`src/rtl/ps2rf_pkg.sv`:
```
package ps2rf_pkg;
  typedef enum logic [1:0] {
    REG_ID_RST = 2'd0,
    REG_DATA   = 2'd1,
    REG_CTRL   = 2'd2,
    REG_STAT   = 2'd3
  } reg_sel_e;

  localparam int CTL_EN   = 0;
  localparam int CTL_LB   = 1;
  localparam int CTL_DIAG = 5;
  localparam int CTL_DDIR = 6;
  localparam int CTL_CDIR = 7;

  localparam int ST_RXNE  = 0;
  localparam int ST_TXNE  = 1;
  localparam int ST_TOERR = 2;
  localparam int ST_PERR  = 3;
  localparam int ST_IRQ   = 4;
  localparam int ST_RSVD  = 5;
  localparam int ST_DSHD  = 6;
  localparam int ST_CSHD  = 7;
endpackage

```
`src/rtl/ps2rf_addr_dec.sv`:
```
module ps2rf_addr_dec #(
  parameter int N_CH     = 2,
  parameter int WIN_BITS = 8,
  parameter int CH_BITS  = 1,
  localparam int ADDR_W  = WIN_BITS + CH_BITS
) (
  input  logic [ADDR_W-1:0] addr,
  output logic [N_CH-1:0]   ch_sel,
  output ps2rf_pkg::reg_sel_e reg_sel
);
  logic [CH_BITS-1:0] ch_field;
  logic unused_addr;

  assign ch_field    = addr[ADDR_W-1:WIN_BITS];
  assign reg_sel     = ps2rf_pkg::reg_sel_e'(addr[3:2]);
  assign unused_addr = ^{addr[WIN_BITS-1:4], addr[1:0]};

  for (genvar g = 0; g < N_CH; g++) begin : g_sel
    assign ch_sel[g] = (ch_field == CH_BITS'(g));
  end
endmodule

```
`src/rtl/ps2rf_stat.sv`:
```
module ps2rf_stat #(
  parameter int DW = 8
) (
  input  logic [DW-1:0] ctrl,
  input  logic          rx_nonempty,
  input  logic          irq_any,
  output logic [DW-1:0] stat
);
  import ps2rf_pkg::*;

  always_comb begin
    stat           = '0;
    stat[ST_RXNE]  = rx_nonempty;
    stat[ST_IRQ]   = irq_any;
    stat[ST_DSHD]  = !(ctrl[CTL_DIAG] && !ctrl[CTL_DDIR]);
    stat[ST_CSHD]  = !(ctrl[CTL_DIAG] && !ctrl[CTL_CDIR]);
  end
endmodule

```
`src/rtl/ps2rf_chan.sv`:
```
module ps2rf_chan #(
  parameter int DW     = 8,
  parameter int ID_VAL = 0
) (
  input  logic          clk,
  input  logic          rst_n,
  input  logic          sel,
  input  logic          rd,
  input  logic          wr,
  input  ps2rf_pkg::reg_sel_e reg_sel,
  input  logic [DW-1:0] wdata,
  output logic [DW-1:0] rdata,
  input  logic [DW-1:0] rx_data,
  input  logic          rx_valid,
  output logic          rx_ready,
  output logic [DW-1:0] tx_data,
  output logic          tx_valid,
  input  logic          dev_irq,
  input  logic          irq_any,
  output logic          req
);
  import ps2rf_pkg::*;

  logic [DW-1:0] ctrl_q;
  logic [DW-1:0] lb_byte_q;
  logic          lb_full_q;
  logic          lb_on;
  logic          wr_rst, wr_tx, wr_ctl, rd_rx;
  logic          rx_ne;
  logic [DW-1:0] stat_w;

  assign lb_on  = ctrl_q[CTL_LB];
  assign wr_rst = sel && wr && (reg_sel == REG_ID_RST);
  assign wr_tx  = sel && wr && (reg_sel == REG_DATA);
  assign wr_ctl = sel && wr && (reg_sel == REG_CTRL);
  assign rd_rx  = sel && rd && (reg_sel == REG_DATA);

  always_ff @(posedge clk or negedge rst_n) begin
    if (!rst_n) begin
      ctrl_q    <= '0;
      lb_byte_q <= '0;
      lb_full_q <= 1'b0;
    end else if (wr_rst) begin
      ctrl_q    <= '0;
      lb_byte_q <= '0;
      lb_full_q <= 1'b0;
    end else begin
      if (wr_ctl) ctrl_q <= wdata;
      if (wr_tx && lb_on) begin
        lb_byte_q <= wdata;
        lb_full_q <= 1'b1;
      end else if (rd_rx && lb_on) begin
        lb_full_q <= 1'b0;
      end
    end
  end

  assign tx_valid = wr_tx && !lb_on;
  assign tx_data  = wdata;
  assign rx_ready = rd_rx && !lb_on;
  assign rx_ne    = lb_on ? lb_full_q : rx_valid;
  assign req      = dev_irq || (lb_on && lb_full_q);

  ps2rf_stat #(.DW(DW)) u_stat (
    .ctrl        (ctrl_q),
    .rx_nonempty (rx_ne),
    .irq_any     (irq_any),
    .stat        (stat_w)
  );

  always_comb begin
    unique case (reg_sel)
      REG_ID_RST: rdata = DW'(ID_VAL);
      REG_DATA:   rdata = lb_on ? lb_byte_q : (rx_valid ? rx_data : '0);
      REG_CTRL:   rdata = ctrl_q;
      default:    rdata = stat_w;
    endcase
  end

  assert_lb_fill_R4: assert property (@(posedge clk) disable iff (!rst_n)
    (wr_tx && lb_on) |=> lb_full_q);

  assert_lb_drain_R5: assert property (@(posedge clk) disable iff (!rst_n)
    (rd_rx && lb_on && !wr_tx) |=> !lb_full_q);

  assert_rst_clears_R3: assert property (@(posedge clk) disable iff (!rst_n)
    wr_rst |=> (ctrl_q == '0 && !lb_full_q));

  assert_ctl_load_R3: assert property (@(posedge clk) disable iff (!rst_n)
    wr_ctl |=> (ctrl_q == $past(wdata)));

  assert_unused_zero_R10: assert property (@(posedge clk) disable iff (!rst_n)
    (stat_w[ST_TXNE] == 1'b0 && stat_w[ST_TOERR] == 1'b0 &&
     stat_w[ST_PERR] == 1'b0 && stat_w[ST_RSVD] == 1'b0));
endmodule

```
`src/rtl/ps2_dual_regfront.sv`:
```
module ps2_dual_regfront #(
  parameter int N_CH     = 2,
  parameter int DW       = 8,
  parameter int WIN_BITS = 8,
  localparam int CH_BITS = (N_CH > 1) ? $clog2(N_CH) : 1,
  localparam int ADDR_W  = WIN_BITS + CH_BITS
) (
  input  logic                     clk,
  input  logic                     rst_n,
  input  logic [ADDR_W-1:0]        bus_addr,
  input  logic                     bus_rd,
  input  logic                     bus_wr,
  input  logic [DW-1:0]            bus_wdata,
  output logic [DW-1:0]            bus_rdata,
  input  logic [N_CH-1:0][DW-1:0]  rx_data,
  input  logic [N_CH-1:0]          rx_valid,
  output logic [N_CH-1:0]          rx_ready,
  output logic [N_CH-1:0][DW-1:0]  tx_data,
  output logic [N_CH-1:0]          tx_valid,
  input  logic [N_CH-1:0]          dev_irq,
  output logic                     irq_out
);
  logic [N_CH-1:0]         ch_sel;
  ps2rf_pkg::reg_sel_e     reg_sel;
  logic [N_CH-1:0][DW-1:0] ch_rdata;
  logic [N_CH-1:0]         ch_req;
  logic [DW-1:0]           rd_mux;

  ps2rf_addr_dec #(.N_CH(N_CH), .WIN_BITS(WIN_BITS), .CH_BITS(CH_BITS)) u_dec (
    .addr    (bus_addr),
    .ch_sel  (ch_sel),
    .reg_sel (reg_sel)
  );

  for (genvar g = 0; g < N_CH; g++) begin : g_ch
    ps2rf_chan #(.DW(DW), .ID_VAL(g)) u_chan (
      .clk      (clk),
      .rst_n    (rst_n),
      .sel      (ch_sel[g]),
      .rd       (bus_rd),
      .wr       (bus_wr),
      .reg_sel  (reg_sel),
      .wdata    (bus_wdata),
      .rdata    (ch_rdata[g]),
      .rx_data  (rx_data[g]),
      .rx_valid (rx_valid[g]),
      .rx_ready (rx_ready[g]),
      .tx_data  (tx_data[g]),
      .tx_valid (tx_valid[g]),
      .dev_irq  (dev_irq[g]),
      .irq_any  (irq_out),
      .req      (ch_req[g])
    );
  end

  assign irq_out = |ch_req;

  always_comb begin
    rd_mux = '0;
    for (int i = 0; i < N_CH; i++) begin
      if (ch_sel[i]) rd_mux = rd_mux | ch_rdata[i];
    end
  end

  assign bus_rdata = bus_rd ? rd_mux : '0;

  assert_one_window_R1: assert property (@(posedge clk) disable iff (!rst_n)
    $onehot0(ch_sel));

  assert_irq_out_R9: assert property (@(posedge clk) disable iff (!rst_n)
    (|dev_irq) |-> irq_out);

  assert_strobe_window_R6: assert property (@(posedge clk) disable iff (!rst_n)
    $onehot0(tx_valid | rx_ready));
endmodule

```
`config.mk`:
```
export PLATFORM = sky130hd
export DESIGN_NAME = ps2_dual_regfront
export DESIGN_NICKNAME = d
export VERILOG_FILES = /design/src/rtl/ps2rf_pkg.sv /design/src/rtl/ps2rf_addr_dec.sv /design/src/rtl/ps2rf_stat.sv /design/src/rtl/ps2rf_chan.sv /design/src/rtl/ps2_dual_regfront.sv
export SDC_FILE = /design/constraint.sdc
export NUM_CORES = 1
export LEC_CHECK = 0
export BUFFER_PORTS_ARGS = -buffer_cell sky130_fd_sc_hd__buf_2
export CAP_MARGIN = 20
export CORE_ASPECT_RATIO = 1.4
export CORE_MARGIN = 4
export CORE_UTILIZATION = 50
export DETAILED_ROUTE_END_ITERATION = 8
export GPL_TIMING_DRIVEN = 0
export PLACE_DENSITY_LB_ADDON = 0.2
export SLEW_MARGIN = 0
export SYNTH_ARGS = -nofsm -noshare
export SYNTH_HDL_FRONTEND = slang
export SYNTH_SLANG_ARGS = --single-unit
```
`constraint.sdc`:
```
create_clock -name clk -period 1.7 [get_ports clk]
set_input_delay 0.34 -clock clk [delete_from_list [all_inputs] [get_ports clk]]
set_output_delay 0.34 -clock clk [all_outputs]
set_load 0.03 [all_outputs]
```
* Word level (Yosys, flattened, before mapping)
Index checks and enable logic that the tools add are counted.
Storage, ports and cells: flip-flop bits (word level) 34, logic and storage cells 81
Cells by class: mux-type cells 25, reduce and logical (&&, ||, !) cells 46, equality and inequality tests 2, bitwise operators 2
Operators with widths (number):
- two-way mux 8 bit | 15
- one-hot mux 8 bit (3 select lines) | 2
- logical AND 1 bit | 26
- zero test 1 bit | 10
- two-way mux 1 bit | 8
- bitwise OR 8 bit | 1
- nonzero test 2 bit | 4
- nonzero test 3 bit | 2
- == test 2 x 1 -> 1 bit (second input constant) | 1
- == test 2 bit (second input constant) | 1
- zero test 2 bit | 1
- logical OR 1 bit | 2
- OR reduction 2 bit | 1
- inverter 1 bit | 1

* Logic depth before layout (Yosys ltp)
depth in word-level cells 8, depth in mapped cells 6, mapped depth without buffers 4

* Hierarchy
Synthesis repeated with hierarchy kept, for this count alone.
Second synthesis, totals: cell total of the unflattened synthesis 305, area, all modules 2583.7 um^2
By module, submodules not included:
- ps2rf_chan (g_ch[1].u_chan) | sequential area each 425.4 um^2, instances 1, area an instance 1119.8 um^2, cells each 132
- ps2rf_chan (g_ch[0].u_chan) | sequential area each 425.4 um^2, instances 1, area an instance 1116.1 um^2, cells each 132
- ps2_dual_regfront | sequential area each 0.0 um^2, instances 1, area an instance 198.9 um^2, cells each 19
- ps2rf_stat | sequential area each 0.0 um^2, instances 2, area an instance 61.3 um^2, cells each 9
- ps2rf_addr_dec | sequential area each 0.0 um^2, instances 1, area an instance 26.3 um^2, cells each 4

* Worst setup path before layout
OpenSTA, ideal clock, no wires.
path type flip-flop to output port, start point register g_ch[0].u_chan.ctrl_q[1], end point output bus_rdata[0], setup slack -253 ps, data arrival time 1613 ps, stages on the path, launching flop included 6, data required time 1360 ps, cell sequence dfrtp_1 -> buf_6 -> nor2b_4 -> buf_6 -> a31oi_1 -> o32ai_1
On the way: cells in the longest elaborated chain, start to end 6, elaborated cells on any way between the ends 7, those cells by class mux (6); bitwise (1)
Ends and longest elaborated chain:
- start: declaration | RTL line ps2rf_chan.sv:24 | logic [DW-1:0] ctrl_q;
- start signal: assignment | RTL line ps2rf_chan.sv:48 | if (wr_ctl) ctrl_q <= wdata;
- two-way mux 1 bit or two-way mux 8 bit (tied branches) | RTL line ps2rf_chan.sv:61, ps2rf_chan.sv:74
- one-hot mux 8 bit (3 select lines) (*) | RTL line ps2rf_chan.sv:72 | unique case (reg_sel)
- two-way mux 8 bit (*) | RTL line ps2_dual_regfront.sv:61 | if (ch_sel[i]) rd_mux = rd_mux | ch_rdata[i];
- bitwise OR 8 bit | RTL line ps2_dual_regfront.sv:61
- two-way mux 8 bit (*) | RTL line ps2_dual_regfront.sv:61
- two-way mux 8 bit (*) | RTL line ps2_dual_regfront.sv:65 | assign bus_rdata = bus_rd ? rd_mux : '0;
- end: declaration | RTL line ps2_dual_regfront.sv:14 | output logic [DW-1:0] bus_rdata,
Mark *: on every way between the ends. The rest lies on a longest branch, timed or not.

* Final worst setup path
start point register g_ch[0].u_chan.ctrl_q[1], end point output bus_rdata[1]
On the way: cells in the longest elaborated chain, start to end 6
Ends and longest elaborated chain:
- two-way mux 8 bit | RTL line ps2rf_chan.sv:74 | REG_DATA: rdata = lb_on ? lb_byte_q : (rx_valid ? rx_data : '0);
- one-hot mux 8 bit (3 select lines) (*) | RTL line ps2rf_chan.sv:72
- two-way mux 8 bit (*) | RTL line ps2_dual_regfront.sv:61
- bitwise OR 8 bit | RTL line ps2_dual_regfront.sv:61
- two-way mux 8 bit (*) | RTL line ps2_dual_regfront.sv:61
- two-way mux 8 bit (*) | RTL line ps2_dual_regfront.sv:65
Marked as above.

==> results_dict.tcl <==
set metrics [dict create \
    skew_ns 0.00314 \
    arrival_ns 1.76 \
    max-cap-violations 0 \
    failed_checks "negative setup slack" \
    p_per_area_mw_per_mm2 847 \
    rows 27 \
    grt_overflow 0 \
    r2r-start "g_ch[0].u_chan.ctrl_q[1]$_DFFE_PN0P_" \
    cts_buffers 5 \
    area_growth_pct 38.6 \
    synthFlopType "dfrtp_1" \
    gr-usage-met3_pct 5.80 \
    synth_warnings 0 \
    cts_tree "done" \
    wl_um 6810 \
    slew_headroom_pct 47.8 \
    post-route-util_pct 72.3 \
    yosys.area.top_type "dfrtp_1" \
    ios 70 \
    finalSetupTns_ns -3.06 \
    first_iter_violations 132 \
    ctsHoldBuffers 0 \
    grt_util_met1_pct 30.1 \
    ant_nets 0 \
    clk_path_buf_depth 2 \
    insertion_delay_ns 0.29 \
    worstHoldPathType "input port to async pin" \
    grt_use_met2_pct 42.7 \
    total_power_mw 2.42 \
    synth_area_mm2 0.00206 \
    fin_ws_ns -0.396 \
    cp.required_ns 1.36 \
    crit_path_max_fanout 5 \
    final_hold_viol_count 0 \
    period_needed_ns 2.10 \
    synth_fp_nets 263 \
    drt_pass1_iterations 4 \
    die_x_um 62.3 \
    stdcell_area_mm2 0.00286 \
    synth_edf_count 0 \
    clkTransAtPathRegs_ns 0.07 \
    synth_seq_area_share_pct 41.3 \
    path_class "flip-flop to output pin" \
    grt-busiest-layer "met2" \
    final_cells 346 \
    syn_avg_cell_area_um2 9.29 \
    synth-async-reset-ratio_pct 100 \
    vias_per_cell 6.19 \
    dp_hpwl_um 4530 \
    min_period_over_period_pct 123 \
    grt_pass1_vias 2205 \
    core_area_mm2 0.00395 \
    placedInstanceArea_mm2 0.00248 \
    max_freq_mhz 477 \
    r2r_slack_ns 0.06 \
    num_antenna_cells 0 \
    status "complete, but fails checks" \
    num_vias 2142 \
    syn_inst 222 \
    synth_area_leaders "dfrtp_1 (41%), buf_4 (8.7%), nand2_1 (7.3%)" \
    portBuffers 63 \
    dp_slack_ns -0.270 \
    yosys.cell_types.count 37 \
    cts-root-buf "clkbuf_8" \
    drc 0 \
    yosysTopAreaCellShare_pct 41.3 \
    cellLeakagePower_nw 1.39 \
    die_h_um 84.0 \
    drv_slew 0 \
    antenna_found_initial 0 \
    worst-slew-pin-transition_ns 0.783 \
    setup_viol 12 \
    end_kind "output pin" \
    ys_ff_latch 34 \
    startpoint "g_ch[0].u_chan.ctrl_q[1]$_DFFE_PN0P_" \
    ir_drop_v 0.000672 \
    grt_max_degree 35 \
    grt_first_pass_wirelength_um 10700 \
    start_util_pct 52.2 \
    fin_hold_ws_ns 0.134 \
    dieArea_mm2 0.00523 \
    rsz0062_at_grt "true" \
    htree_levels 2 \
    place_congestion 0.937 \
    nets 343 \
    post-place-cells 328 \
    clock-sinks 34 \
    routedWlPerCell_um 19.7 \
    cp-start-kind "flip-flop" \
    layout-drive-gt1-share_pct 47.9 \
    grt_usage_pct 25.6 \
]
==> repair_timing <==
item | 4_1_cts | 5_1_grt
resized for setup | 26 | 20
pin swaps | 3 | 7
setup endpoints to repair | 13 | 13
buffers inserted | 6 | 4
cloned | 2 | 0
==> logic make-up after synthesis <==
| kind of cell | share of synthesized area (%) |
|---|---|
| compound gates | 27.2 |
| buf+inv | 13.2 |
| flops | 41.3 |
| mux | 1.94 |
| simple gates | 16.3 |
==> worst paths after layout <==
path	to	depth (start not counted)
min	g_ch[0].u_chan.ctrl_q[0]$_DFFE_PN0P_	1
min in group clk	g_ch[0].u_chan.lb_byte_q[6]$_DFFE_PN0P_	2
max reg2reg	g_ch[0].u_chan.lb_byte_q[5]$_DFFE_PN0P_	6
max	bus_rdata[1]	7
min reg2reg	g_ch[0].u_chan.ctrl_q[6]$_DFFE_PN0P_	2
max in group asynchronous	g_ch[1].u_chan.lb_byte_q[5]$_DFFE_PN0P_	1
==> report_power, final <==
part           total, mW  switching, mW  leakage [nW]  internal [mW]
Sequential         0.992         0.0844         0.455          0.908
Combinational      0.721          0.404         0.875          0.317
Clock              0.706          0.297        0.0575          0.409
==> placed cells by master, fill, tap and decap left out, types with 3 or more instances in the layout <==
cell      synthesis  layout
inv_1             3       3
clkbuf_8          0       8
buf_2             5      56
dfrtp_1          34      34
o21ai_0          19      17
a22o_1           17      17
a221oi_1          9       5
buf_6             5      12
buf_4            24      37
mux2i_1           4       4
nand2_1          40      38
o32ai_2           0       3
nor2_1            4       4
a21oi_1          11       9
a221oi_2          1       5
a211o_1           3       3
nand3_1           3       3
==> critical path, cell delays in order (launching register included) <==
cell      delay, ns
dfrtp_1        0.39
buf_6          0.14
nor2b_4        0.12
buf_6          0.13
a221oi_2       0.05
or3_1          0.33
o31ai_2        0.08
buf_4          0.22
==> flip-flops by register name (all words and copies together) (netlist names) <==
| name | cells |
|---|---|
| g_ch.u_chan.ctrl_q | 16 |
| g_ch.u_chan.lb_byte_q | 16 |
| g_ch.u_chan.lb_full_q | 2 |
==> final cells by class <==
cell class	instances	area, um^2
Timing Repair Buffer	75	455
Tap cell	43	53.8
Inverter	3	11.3
Clock buffer	8	110
Multi-Input combinational cell	151	1100
Fill cell	300	1090
Sequential cell	34	851
Buffer	32	273
==> cell usage after synthesis (3+ instances only) <==
cell type  number
o32ai_1         4
a211o_1         3
o31ai_1         3
o21ai_0        19
nor2_1          4
buf_2           5
buf_4          24
mux2i_1         4
nor3_1          4
buf_6           5
a22o_1         17
nand3_1         3
a21oi_1        11
a221oi_1        9
dfrtp_1        34
nand2_1        40
inv_1           3
a22oi_1         3
==> layer usage <==
layer  part of all wire, %  wire length, um
met1                    37             2490
met2                    51             3470
met3                   8.1              553
met4                   4.4              298
met5                     0                0
Power figures use the tool's default switching activity.
